<file path="src/rtl/msgw_pkg.sv">
package msgw_pkg;
  localparam int WORD_W  = 32;
  localparam int ID_W    = 11;
  localparam int HART_W  = 14;
  localparam int GUEST_W = 6;
  localparam int PAGE_SH = 12;
  localparam int BIT_IE  = 8;
  localparam int BIT_DM  = 2;
  localparam int BIT_BE  = 0;
  localparam int BIT_GST = 12;

  typedef struct packed {
    logic       genLatch;
    logic       loadSw;
    logic       loadSrc;
    logic [7:0] srcIdx;
  } ctlStrobes_t;

  function automatic logic [WORD_W-1:0] byteRev(input logic [WORD_W-1:0] w);
    return {w[7:0], w[15:8], w[23:16], w[31:24]};
  endfunction
endpackage

</file>
<file path="src/rtl/msgw_ctrl.sv">
module msgw_ctrl
  import msgw_pkg::*;
#(
  parameter int NUM_SRC = 4
) (
  input  logic               clk,
  input  logic               rstN,
  input  logic               enable,
  input  logic               msgMode,
  input  logic [NUM_SRC-1:0] srcPending,
  input  logic [NUM_SRC-1:0] srcEnable,
  input  logic               genWrEn,
  input  logic               busReady,
  output ctlStrobes_t        strb,
  output logic               busValid,
  output logic               genPend,
  output logic               busy,
  output logic [NUM_SRC-1:0] pendClr
);
  localparam int IDX_W = (NUM_SRC > 1) ? $clog2(NUM_SRC) : 1;

  logic             srcHit;
  logic [IDX_W-1:0] pick;
  logic             canLaunch;
  logic             accept;
  logic             curIsSw;
  logic [IDX_W-1:0] curIdx;

  always_comb begin
    srcHit = 1'b0;
    pick   = '0;
    for (int i = NUM_SRC - 1; i >= 0; i--) begin
      if (srcPending[i] && srcEnable[i]) begin
        srcHit = 1'b1;
        pick   = IDX_W'(i);
      end
    end
  end

  assign canLaunch = enable && msgMode && !busValid;
  assign accept    = busValid && busReady;

  always_comb begin
    strb          = '0;
    strb.genLatch = genWrEn && !genPend;
    strb.loadSw   = canLaunch && genPend;
    strb.loadSrc  = canLaunch && !genPend && srcHit;
    strb.srcIdx   = 8'(pick);
  end

  always_ff @(posedge clk) begin
    if (!rstN) begin
      busValid <= 1'b0;
      genPend  <= 1'b0;
      curIsSw  <= 1'b0;
      curIdx   <= '0;
    end else begin
      if (strb.genLatch) begin
        genPend <= 1'b1;
      end else if (accept && curIsSw) begin
        genPend <= 1'b0;
      end
      if (accept) begin
        busValid <= 1'b0;
      end else if (strb.loadSw || strb.loadSrc) begin
        busValid <= 1'b1;
        curIsSw  <= strb.loadSw;
        curIdx   <= pick;
      end
    end
  end

  always_comb begin
    pendClr = '0;
    if (accept && !curIsSw) pendClr[curIdx] = 1'b1;
  end

  assign busy = busValid || genPend;
endmodule

</file>
<file path="src/rtl/msgw_dp.sv">
module msgw_dp
  import msgw_pkg::*;
#(
  parameter int NUM_SRC = 4
) (
  input  logic                      clk,
  input  logic                      rstN,
  input  ctlStrobes_t               strb,
  input  logic                      genPend,
  input  logic [WORD_W-1:0]         cfgWord,
  input  logic [WORD_W-1:0]         msiBase,
  input  logic [WORD_W*NUM_SRC-1:0] targetFlat,
  input  logic [WORD_W-1:0]         genWrData,
  output logic [WORD_W-1:0]         cfgRead,
  output logic [WORD_W-1:0]         genRead,
  output logic [WORD_W-1:0]         busAddr,
  output logic [WORD_W-1:0]         busData
);
  logic [WORD_W-1:0]  tgt [NUM_SRC];
  logic [HART_W-1:0]  genHart;
  logic [ID_W-1:0]    genId;
  logic [WORD_W-1:0]  selTgt;
  logic [HART_W-1:0]  nxtHart;
  logic [GUEST_W-1:0] nxtGuest;
  logic [ID_W-1:0]    nxtId;
  logic [WORD_W-1:0]  nxtAddr;
  logic [WORD_W-1:0]  rawData;
  logic [WORD_W-1:0]  cfgLe;
  logic               bigEnd;

  for (genvar g = 0; g < NUM_SRC; g++) begin : gUnpack
    assign tgt[g] = targetFlat[WORD_W*g +: WORD_W];
  end

  assign bigEnd = cfgWord[BIT_BE];

  always_comb begin
    cfgLe         = '0;
    cfgLe[31:24]  = 8'h80;
    cfgLe[BIT_IE] = cfgWord[BIT_IE];
    cfgLe[BIT_DM] = cfgWord[BIT_DM];
    cfgLe[BIT_BE] = cfgWord[BIT_BE];
  end
  assign cfgRead = bigEnd ? byteRev(cfgLe) : cfgLe;

  always_comb begin
    selTgt = '0;
    for (int i = 0; i < NUM_SRC; i++) begin
      if (strb.srcIdx == 8'(i)) selTgt = tgt[i];
    end
    if (strb.loadSw) begin
      nxtHart  = genHart;
      nxtGuest = '0;
      nxtId    = genId;
    end else begin
      nxtHart  = selTgt[31:18];
      nxtGuest = selTgt[17:12];
      nxtId    = selTgt[ID_W-1:0];
    end
    nxtAddr = msiBase + (WORD_W'(nxtHart) << PAGE_SH) + (WORD_W'(nxtGuest) << PAGE_SH);
    rawData = WORD_W'(nxtId);
  end

  always_ff @(posedge clk) begin
    if (!rstN) begin
      genHart <= '0;
      genId   <= '0;
      busAddr <= '0;
      busData <= '0;
    end else begin
      if (strb.genLatch) begin
        genHart <= genWrData[31:18];
        genId   <= genWrData[ID_W-1:0];
      end
      if (strb.loadSw || strb.loadSrc) begin
        busAddr <= nxtAddr;
        busData <= bigEnd ? byteRev(rawData) : rawData;
      end
    end
  end

  always_comb begin
    genRead            = '0;
    genRead[31:18]     = genHart;
    genRead[BIT_GST]   = genPend;
    genRead[ID_W-1:0]  = genId;
  end
endmodule

</file>
<file path="src/rtl/msgWriteGen.sv">
module msgWriteGen
  import msgw_pkg::*;
#(
  parameter int NUM_SRC = 4
) (
  input  logic                      clk,
  input  logic                      rstN,
  input  logic [31:0]               cfgWord,
  output logic [31:0]               cfgRead,
  input  logic [31:0]               msiBase,
  input  logic [NUM_SRC-1:0]        srcPending,
  input  logic [NUM_SRC-1:0]        srcEnable,
  input  logic [32*NUM_SRC-1:0]     targetFlat,
  output logic [NUM_SRC-1:0]        pendClr,
  input  logic                      genWrEn,
  input  logic [31:0]               genWrData,
  output logic [31:0]               genRead,
  output logic                      busValid,
  input  logic                      busReady,
  output logic [31:0]               busAddr,
  output logic [31:0]               busData,
  output logic                      busy
);
  ctlStrobes_t strb;
  logic        genPend;

  msgw_ctrl #(.NUM_SRC(NUM_SRC)) uCtrl (
    .clk(clk), .rstN(rstN),
    .enable(cfgWord[BIT_IE]), .msgMode(cfgWord[BIT_DM]),
    .srcPending(srcPending), .srcEnable(srcEnable),
    .genWrEn(genWrEn), .busReady(busReady),
    .strb(strb), .busValid(busValid), .genPend(genPend),
    .busy(busy), .pendClr(pendClr)
  );

  msgw_dp #(.NUM_SRC(NUM_SRC)) uDp (
    .clk(clk), .rstN(rstN), .strb(strb), .genPend(genPend),
    .cfgWord(cfgWord), .msiBase(msiBase), .targetFlat(targetFlat),
    .genWrData(genWrData), .cfgRead(cfgRead), .genRead(genRead),
    .busAddr(busAddr), .busData(busData)
  );
endmodule

</file>
<file path="config.mk">
export PLATFORM = sky130hd
export DESIGN_NAME = msgWriteGen
export DESIGN_NICKNAME = d
export VERILOG_FILES = /design/src/rtl/msgw_pkg.sv /design/src/rtl/msgw_ctrl.sv /design/src/rtl/msgw_dp.sv /design/src/rtl/msgWriteGen.sv
export SDC_FILE = /design/constraint.sdc
export NUM_CORES = 1
export LEC_CHECK = 0
export ABC_AREA = 0
export BUFFER_PORTS_ARGS = -buffer_cell sky130_fd_sc_hd__buf_2
export CAP_MARGIN = 10
export CORE_AREA = 2 2 145 147
export CTS_CLUSTER_DIAMETER = 40
export DETAILED_ROUTE_END_ITERATION = 10
export DIE_AREA = 0 0 147 149
export GPL_TIMING_DRIVEN = 0
export PLACE_DENSITY = 0.55
export REMOVE_ABC_BUFFERS = 1
export SETUP_SLACK_MARGIN = 0.05
export SLEW_MARGIN = 20
export SYNTH_ARGS = -nofsm -noshare
export SYNTH_HDL_FRONTEND = slang
export SYNTH_SLANG_ARGS = --single-unit
export TNS_END_PERCENT = 5
</file>
<file path="constraint.sdc">
create_clock -name clk -period 3.9 [get_ports clk]
set_input_delay 0.585 -clock clk [delete_from_list [all_inputs] [get_ports clk]]
set_output_delay 0.585 -clock clk [all_outputs]
set_load 0.01 [all_outputs]
</file>
==> metrics.md, run 1 <==
| Metric | Value |
|---|---|
| I/O pins | 370 |
| Maximum buffer depth of the clock tree | 2 |
| Total DRC errors in the routed layout | 0 |
| Slew Limit Fails | 0 |
| Count of final setup violators | 0 |
| Net Sw Frac | 36.4% |
| Reg clk slew, reported paths | 0.07 ns |
| Via Count | 6482 |
| Final ANT Viol Nets | 0 |
| Die outline width | 147 µm |
| Count of buffers inserted at the top-level ports | 288 |
| Full die area | 21900 µm² |
| Number of distinct library cells after synthesis | 62 |
| Global-route wire length before repair | 34800 µm |
| Wire length reported by the detailed router | 24200 µm |
| Relative slew margins | 51.4% |
| Top cells by area in the synthesized netlist | sky130_fd_sc_hd__dfxtp_1, sky130_fd_sc_hd__nand2_1, sky130_fd_sc_hd__a21oi_1 |
| Hold violation count in the final report | 0 |
| Vias in the first global route | 6012 |
| CTS buffer count | 9 |
| Power density over cell area | 361 nW/µm² |
| Count of mapped cells out of synthesis | 724 |
| Tot GR Track Use | 20.8% |
| Total placed instance area | 7110 µm² |
| Int Power | 1870 µW |
| Ratio of cells with drive above 1 in the final layout | 40.7% |
| Startpoint types | primary input |
| Static Leakage | 0.00379 µW |
| Worst skew pair latency | 0.35 ns |
| Cell taking the most area after synthesis | sky130_fd_sc_hd__dfxtp_1 |
| Psw | 1070 µW |
| Tightest Pin Transition | 0.729 ns |
| Average wire length per cell after detail routing | 18.6 µm |
| TritonCTS clock tree | done |
| Seq pwr share | 32.4% |
| Unrepaired setup endpoints after global routing | true |
| Core area | 20600 µm² |
| Total of max-cap violations | 0 |
| Detailed-routing iteration count for the pre-antenna-repair pass | 6 |
| Required time of the critical path | 4.15 ns |
| Combinational share of power | 38.9% |
| Post-synthesis average cell area | 7.60 µm² |
| Initial Util | 26.8% |
| Ys flop type | sky130_fd_sc_hd__dfxtp_1 |
| Remaining Overflow, GRT | 0 |
| Number of storage elements in the synthesis netlist | 84 |
| Final Cycle Share | 96.2% |
| Sum of internal, switching and leakage power | 2930 µW |
| Max Clk Rate | 0.266 GHz |
| Count of flip-flops with a built-in enable after synthesis | 0 |
| Hpwl dp | 17600 µm |
| Number of rows created at floorplan | 53 |
| Die span in y | 149 µm |
| Initial antenna violation count | 0 |
| RD Place Congestion | 0.824 |
| Net total in the final layout | 1287 |
| Hold-fix buffers, CTS | 0 |
| Proportion of netlist area held by the largest area contributor | 30.6% |
| CTS Root Cell | sky130_fd_sc_hd__clkbuf_16 |
| Area growth syn-to-layout | 47.5% |
| Seq/Total Area, Yosys | 30.6% |
| Depth of the CTS H-tree | 3 |
| Worst Path Class, Setup | primary input to flop |
| Worst hold path type | flop to flop |
| Worst Setup End Kind | flop |
| Mapped cell area | 5500 µm² |
| Asr flop ratio synth | 0% |
| Highest net fanout along the worst path | 5 |
| Max Clock Skew | 0.0117 ns |
| Post-route minimum period | 3.75 ns |
| Clk sinks | 84 |
| Yosys warnings | 0 |
| Arr. time, crit path | 4.00 ns |
| Peak supply drop | 0.167 mV |
| Pin count of the biggest net entering global routing | 56 |
| Post-DR vias/cell | 4.97 |
| 1st-iter DRT viols | 359 |
| Clk pwr share | 28.8% |
| Cell area after layout | 8120 µm² |
| Run status | completed |
| Setup slack of the worst register-to-register path | 0.26 ns |
==> registers in the layout, summed over array words and instances, names as in the netlist <==
signal / flops
uDp.busData: 22
uDp.genHart: 14
uCtrl.curIsSw: 1
uDp.genId: 11
uCtrl.curIdx: 2
uCtrl.genPend: 1
uDp.busAddr: 32
uCtrl.busValid: 1
==> what timing repair did <==
action,CTS,global route
buffers inserted,10,28
setup endpoints to repair,16,8
endpoints found under the hold margin,0,0
gates cloned,2,2
pin swaps,10,37
resized for setup,34,43
==> cell type report <==
cell class              count  area [µm²]
multi-input cells         581        3800
fillers                  2167       12400
clock buffers               9         225
repair buffers            338        1970
diodes                      1        2.50
flip-flops and latches     84        1680
inverters                   8        32.5
clock inverters             7        57.6
well taps                 275         344
==> cells in the final DEF, fill, tap and decap left out, types with 11 or more instances in the layout <==
cell	n
sky130_fd_sc_hd__nand2_1	127
sky130_fd_sc_hd__a31oi_1	11
sky130_fd_sc_hd__a21oi_1	87
sky130_fd_sc_hd__dfxtp_1	83
sky130_fd_sc_hd__nand3_1	18
sky130_fd_sc_hd__buf_2	286
sky130_fd_sc_hd__conb_1	41
sky130_fd_sc_hd__o221ai_1	11
sky130_fd_sc_hd__nor2_1	57
sky130_fd_sc_hd__a22oi_1	15
sky130_fd_sc_hd__buf_4	33
sky130_fd_sc_hd__ha_1	15
sky130_fd_sc_hd__o21ai_0	13
==> cells by family after synthesis <==
kind of cell	share of synthesized area, %
other	0.0681
buffers and inverters	10.6
xor gates and xnor gates	0.477
and+or+nand+nor	22.8
AOI/OAI and AO/OA	28.0
adders and majority gates	7.55
DFF	30.6
==> Yosys cell counts (3+ instances only) <==
cell and n:
sky130_fd_sc_hd__and3_1 8, sky130_fd_sc_hd__a222oi_1 10, sky130_fd_sc_hd__a22o_1 6, sky130_fd_sc_hd__or4_1 5, sky130_fd_sc_hd__o21ai_0 14, sky130_fd_sc_hd__dfxtp_1 84, sky130_fd_sc_hd__o21a_1 3, sky130_fd_sc_hd__nor4_1 3
sky130_fd_sc_hd__a311o_1 3, sky130_fd_sc_hd__xnor2_1 3, sky130_fd_sc_hd__a211oi_1 5, sky130_fd_sc_hd__a221oi_1 7, sky130_fd_sc_hd__and2_1 11, sky130_fd_sc_hd__o22ai_1 9, sky130_fd_sc_hd__a22oi_1 15, sky130_fd_sc_hd__inv_1 8
sky130_fd_sc_hd__ha_1 22, sky130_fd_sc_hd__nand2b_1 12, sky130_fd_sc_hd__o21ai_1 6, sky130_fd_sc_hd__a31oi_1 15, sky130_fd_sc_hd__a22o_4 3, sky130_fd_sc_hd__buf_2 17, sky130_fd_sc_hd__nor2_1 60, sky130_fd_sc_hd__clkbuf_1 26
sky130_fd_sc_hd__o41ai_1 3, sky130_fd_sc_hd__a21o_1 6, sky130_fd_sc_hd__nor2b_1 5, sky130_fd_sc_hd__buf_1 5, sky130_fd_sc_hd__o32a_1 3, sky130_fd_sc_hd__a21oi_1 90, sky130_fd_sc_hd__buf_4 44, sky130_fd_sc_hd__o221ai_1 13
sky130_fd_sc_hd__nand3_1 21, sky130_fd_sc_hd__nand2_1 131, sky130_fd_sc_hd__o311ai_1 3, sky130_fd_sc_hd__nor3_1 8, sky130_fd_sc_hd__fa_1 7
==> critical path, cell delays in order <==
cell,delay [ns]
sky130_fd_sc_hd__buf_2,0.12
sky130_fd_sc_hd__a22o_4,0.30
sky130_fd_sc_hd__a21oi_4,0.14
sky130_fd_sc_hd__buf_6,0.15
sky130_fd_sc_hd__nand3_4,0.13
sky130_fd_sc_hd__o221ai_2,0.20
sky130_fd_sc_hd__nor2_2,0.07
sky130_fd_sc_hd__fa_1,0.61
sky130_fd_sc_hd__inv_1,0.09
sky130_fd_sc_hd__fa_2,0.40
sky130_fd_sc_hd__nand2b_4,0.16
sky130_fd_sc_hd__a211oi_4,0.26
sky130_fd_sc_hd__o211a_1,0.28
sky130_fd_sc_hd__or2_1,0.15
sky130_fd_sc_hd__a31oi_1,0.09
sky130_fd_sc_hd__o311ai_1,0.26
==> power groups by stage <==
stage / combinational, µW / sequential [µW] / clock [µW]
6_report: 1140 / 949 / 844
5_1_grt: 1250 / 956 / 916
4_1_cts: 999 / 949 / 877
3_5_place_dp: 944 / 968 / 0
3_3_place_gp: 914 / 966 / 0
2_1_floorplan: 541 / 990 / 0
==> metal layers <==
layer	global-route usage [%]	up-vias	part of all wire [%]
met3	3.49	27	6.2
met4	6.92	0	2.0
li1	-	3137	-
met5	0	-	0
met1	26.5	3038	43
met2	35.8	280	49
==> per-stage QoR <==
stage | hold slack, ns | utilization, % | setup slack, ns | cells | setup TNS [ns]
after floorplan | 0.471 | - | -0.372 | 670 | -1.77
after global placement | 0.436 | 33.5 | -2.06 | 1233 | -44.76
after detailed placement | 0.445 | 34.6 | -1.53 | 1244 | -19.08
after CTS | 0.452 | 37.2 | 0.0490 | 1272 | 0
after global routing | 0.466 | 39.5 | 0.0132 | 1302 | 0
final | 0.451 | 39.5 | 0.147 | 1303 | 0
==> final timing paths <==
kind,from,cells past startpoint,to
setup / recovery,srcEnable[0],16,uDp.busAddr[25]$_SDFFE_PN0N_
hold / removal,uDp.busAddr[11]$_SDFFE_PN0N_,2,uDp.busAddr[11]$_SDFFE_PN0N_
setup reg to reg,uCtrl.busValid$_SDFFE_PP0N_,13,uDp.busAddr[28]$_SDFFE_PN0N_
hold reg to reg,uDp.busAddr[11]$_SDFFE_PN0N_,2,uDp.busAddr[11]$_SDFFE_PN0N_
(Power assumes the default switching activity.)
==> run 2, diff against run 1 <==
MAX_ROUTING_LAYER = met4   (was unset)
==> run 2 against run 1 <==
Combinational power barely moved. Critical path depth fell by 1. Sequential share of layout area did not move. Non-clock buffer count did not move. Clock skew rose by 0.0011 ns.
==> metrics.md, run 2 (synthesized netlist as in run 1, its figures left out) <==
| Metric | Value |
|---|---|
| Run status | completed |
| Slew Limit Fails | 0 (unchanged) |
| Number of inserted filler cells in the final layout | 2167 (unchanged) |
| Unrepaired setup endpoints after global routing | true |
| Post-route minimum period | 3.79 ns (+0.0364 ns) |
| CTS Root Cell | sky130_fd_sc_hd__clkbuf_16 |
| Count of final setup violators | 0 (unchanged) |
| Clk sinks | 84 (unchanged) |
| Number of rows created at floorplan | 53 (unchanged) |
| Tot GR Track Use | 21.4% (+0.63 points) |
| Worst skew pair latency | 0.35 ns (about the same) |
| Critical path's slowest cell | sky130_fd_sc_hd__fa_1 |
| Place WS | -1.53 ns (unchanged) |
| Final ANT Viol Nets | 0 (unchanged) |
| Die outline width | 147 µm (unchanged) |
| Die span in y | 149 µm (unchanged) |
| Core area | 20600 µm² (unchanged) |
| Reg clk slew, reported paths | 0.07 ns (about the same) |
| Count of buffers inserted at the top-level ports | 288 (unchanged) |
| Via Count | 6499 (+0.26%) |
| Worst Path Buf+Inv | 2 (-1) |
| Global-route wire length before repair | 34700 µm (about the same) |
| Depth of the CTS H-tree | 3 (unchanged) |
| Most common library cell in the layout ignoring fill and taps | sky130_fd_sc_hd__buf_2 |
| Register bank with the most flops | uDp.busAddr |
| Ratio of cells with drive above 1 in the final layout | 40.7% (unchanged) |
| Worst Path Class, Setup | primary input to flop |
| Max reg flops | 32 (unchanged) |
| TritonCTS clock tree | done |
| Worst path max stage delay | 0.50 ns (-0.11 ns) |
| Peak supply drop | 0.167 mV (-0.26%) |
| Wire length reported by the detailed router | 24200 µm (about the same) |
| Static Leakage | 0.00379 µW (unchanged) |
| Post-DR vias/cell | 4.99 (+0.26%) |
| Worst hold path type | flop to flop |
| Final Cycle Share | 97.2% (+0.93 points) |
| Vias in the first global route | 6023 (+0.18%) |
| Maximum buffer depth of the clock tree | 2 (unchanged) |
| Detailed-routing iteration count for the pre-antenna-repair pass | 5 (-1) |
| Net total in the final layout | 1287 (unchanged) |
| Required time of the critical path | 4.13 ns (-0.02 ns) |
| Final WS setup | 0.110 ns (-0.0364 ns) |
| Area growth syn-to-layout | 47.5% (unchanged) |
| Worst Setup End Kind | flop |
| Final design utilization | 39.5% (unchanged) |
| CTS buffer count | 9 (unchanged) |
| Most frequent cells in the layout | sky130_fd_sc_hd__buf_2, sky130_fd_sc_hd__nand2_1, sky130_fd_sc_hd__a21oi_1 |
| CP delay by family, top | compound AO/OA/AOI/OAI gates |
| Full die area | 21900 µm² (unchanged) |
| Pin count of the biggest net entering global routing | 56 (unchanged) |
| Tightest Pin Transition | 0.732 ns (+0.00307 ns) |
| Power density over cell area | 361 nW/µm² (about the same) |
| I/O pins | 370 (unchanged) |
| Cell-by-cell trace of the critical path | buf_2 > and2_4 > a21oi_4 > buf_4 > o32a_1 > o221ai_1 > a31oi_4 > fa_1 > ha_4 > o21a_1 > and3_1 > a22o_1 > a221o_1 > and2_1 > a311o_1 |
| Highest net fanout along the worst path | 4 (-1) |
| Max Clock Skew | 0.0127 ns (+0.00106 ns) |
| Max Clk Rate | 0.264 GHz (-0.96%) |
| Top Registers | uDp.busAddr: 32 flops, uDp.busData: 22 flops, uDp.genHart: 14 flops |
| Remaining Overflow, GRT | 0 (unchanged) |
| Relative slew margins | 51.2% (-0.20 points) |
| RD Place Congestion | 0.837 (+1.5%) |
| Arr. time, crit path | 4.02 ns (+0.02 ns) |
| Hpwl dp | 17600 µm (unchanged) |
| Average wire length per cell after detail routing | 18.6 µm (about the same) |
| Hold violation count in the final report | 0 (unchanged) |
| Initial Util | 26.8% (unchanged) |
| Initial antenna violation count | 0 (unchanged) |
| Total DRC errors in the routed layout | 0 (unchanged) |
| Final Hold Slack | 0.451 ns (+0.00000200 ns) |
| Startpoint types | primary input |
| Total of max-cap violations | 0 (unchanged) |
| 1st-iter DRT viols | 353 (-1.7%) |
## run 2: cell counts in the layout (fill, tap and decap cells not counted)
Identical to the previous run, type by type.
## run 2: tightest hold or removal path, cell delays in order (launching register included)
cell                      delay, ns
sky130_fd_sc_hd__dfxtp_1       0.31
sky130_fd_sc_hd__nand2_1       0.05
sky130_fd_sc_hd__a21oi_1       0.05
## run 2: stage by stage
stage	total power [µW]	instances	TNS [ns]	instance area [µm²]
after floorplan	1530	670	-1.77	5100
after detailed placement	1910	1244	-19.08	7110
after CTS	2820	1272	0	7660
after global placement	1880	1233	-44.76	6890
after global routing	3130	1302	0	8120
final	2930	1303	0	8120
## run 2: layout make-up
cell class	instances	area [µm²]	area share, %
flip-flops and latches	84	1680	20.7
inverters	8	32.5	0.401
multi-input cells	581	3800	46.8
well taps	275	344	4.24
clock inverters	7	57.6	0.709
clock buffers	9	225	2.77
repair buffers	338	1970	24.3
diodes	1	2.50	0.0308
## run 2: repair_timing
| item | CTS | global route |
|---|---|---|
| hold buffers | 0 | 0 |
| setup endpoints to repair | 16 | 8 |
| gates resized for setup | 34 | 43 |
| pin swaps | 10 | 37 |
| setup buffers | 10 | 28 |
| gates cloned | 2 | 2 |
| endpoints found under the hold margin | 0 | 0 |
## run 2: final timing paths
path / startpoint / endpoint / slack (ns) / cells after the start
worst min register to register: uDp.busAddr[11]$_SDFFE_PN0N_ / uDp.busAddr[11]$_SDFFE_PN0N_ / 0.45 / 2
worst max register to register: uCtrl.busValid$_SDFFE_PP0N_ / uDp.busAddr[28]$_SDFFE_PN0N_ / 0.26 / 13
worst min-delay path: uDp.busAddr[11]$_SDFFE_PN0N_ / uDp.busAddr[11]$_SDFFE_PN0N_ / 0.45 / 2
worst max-delay path: srcEnable[3] / uDp.busAddr[28]$_SDFFE_PN0N_ / 0.11 / 15
## run 2: where the power goes
part           internal (µW)  switching, µW  total [µW]
Clock                    442            404         846
Sequential               913           35.4         949
Combinational            511            629        1140
## run 2: layer usage
| metal | track usage, % | wire length, µm | vias to the layer above |
|---|---|---|---|
| li1 | - | - | 3142 |
| met1 | 26.8 | 10400 | 3031 |
| met2 | 35.7 | 11800 | 300 |
| met3 | 3.06 | 1610 | 26 |
| met4 | 7.02 | 445 | 0 |
| met5 | - | 0 | - |
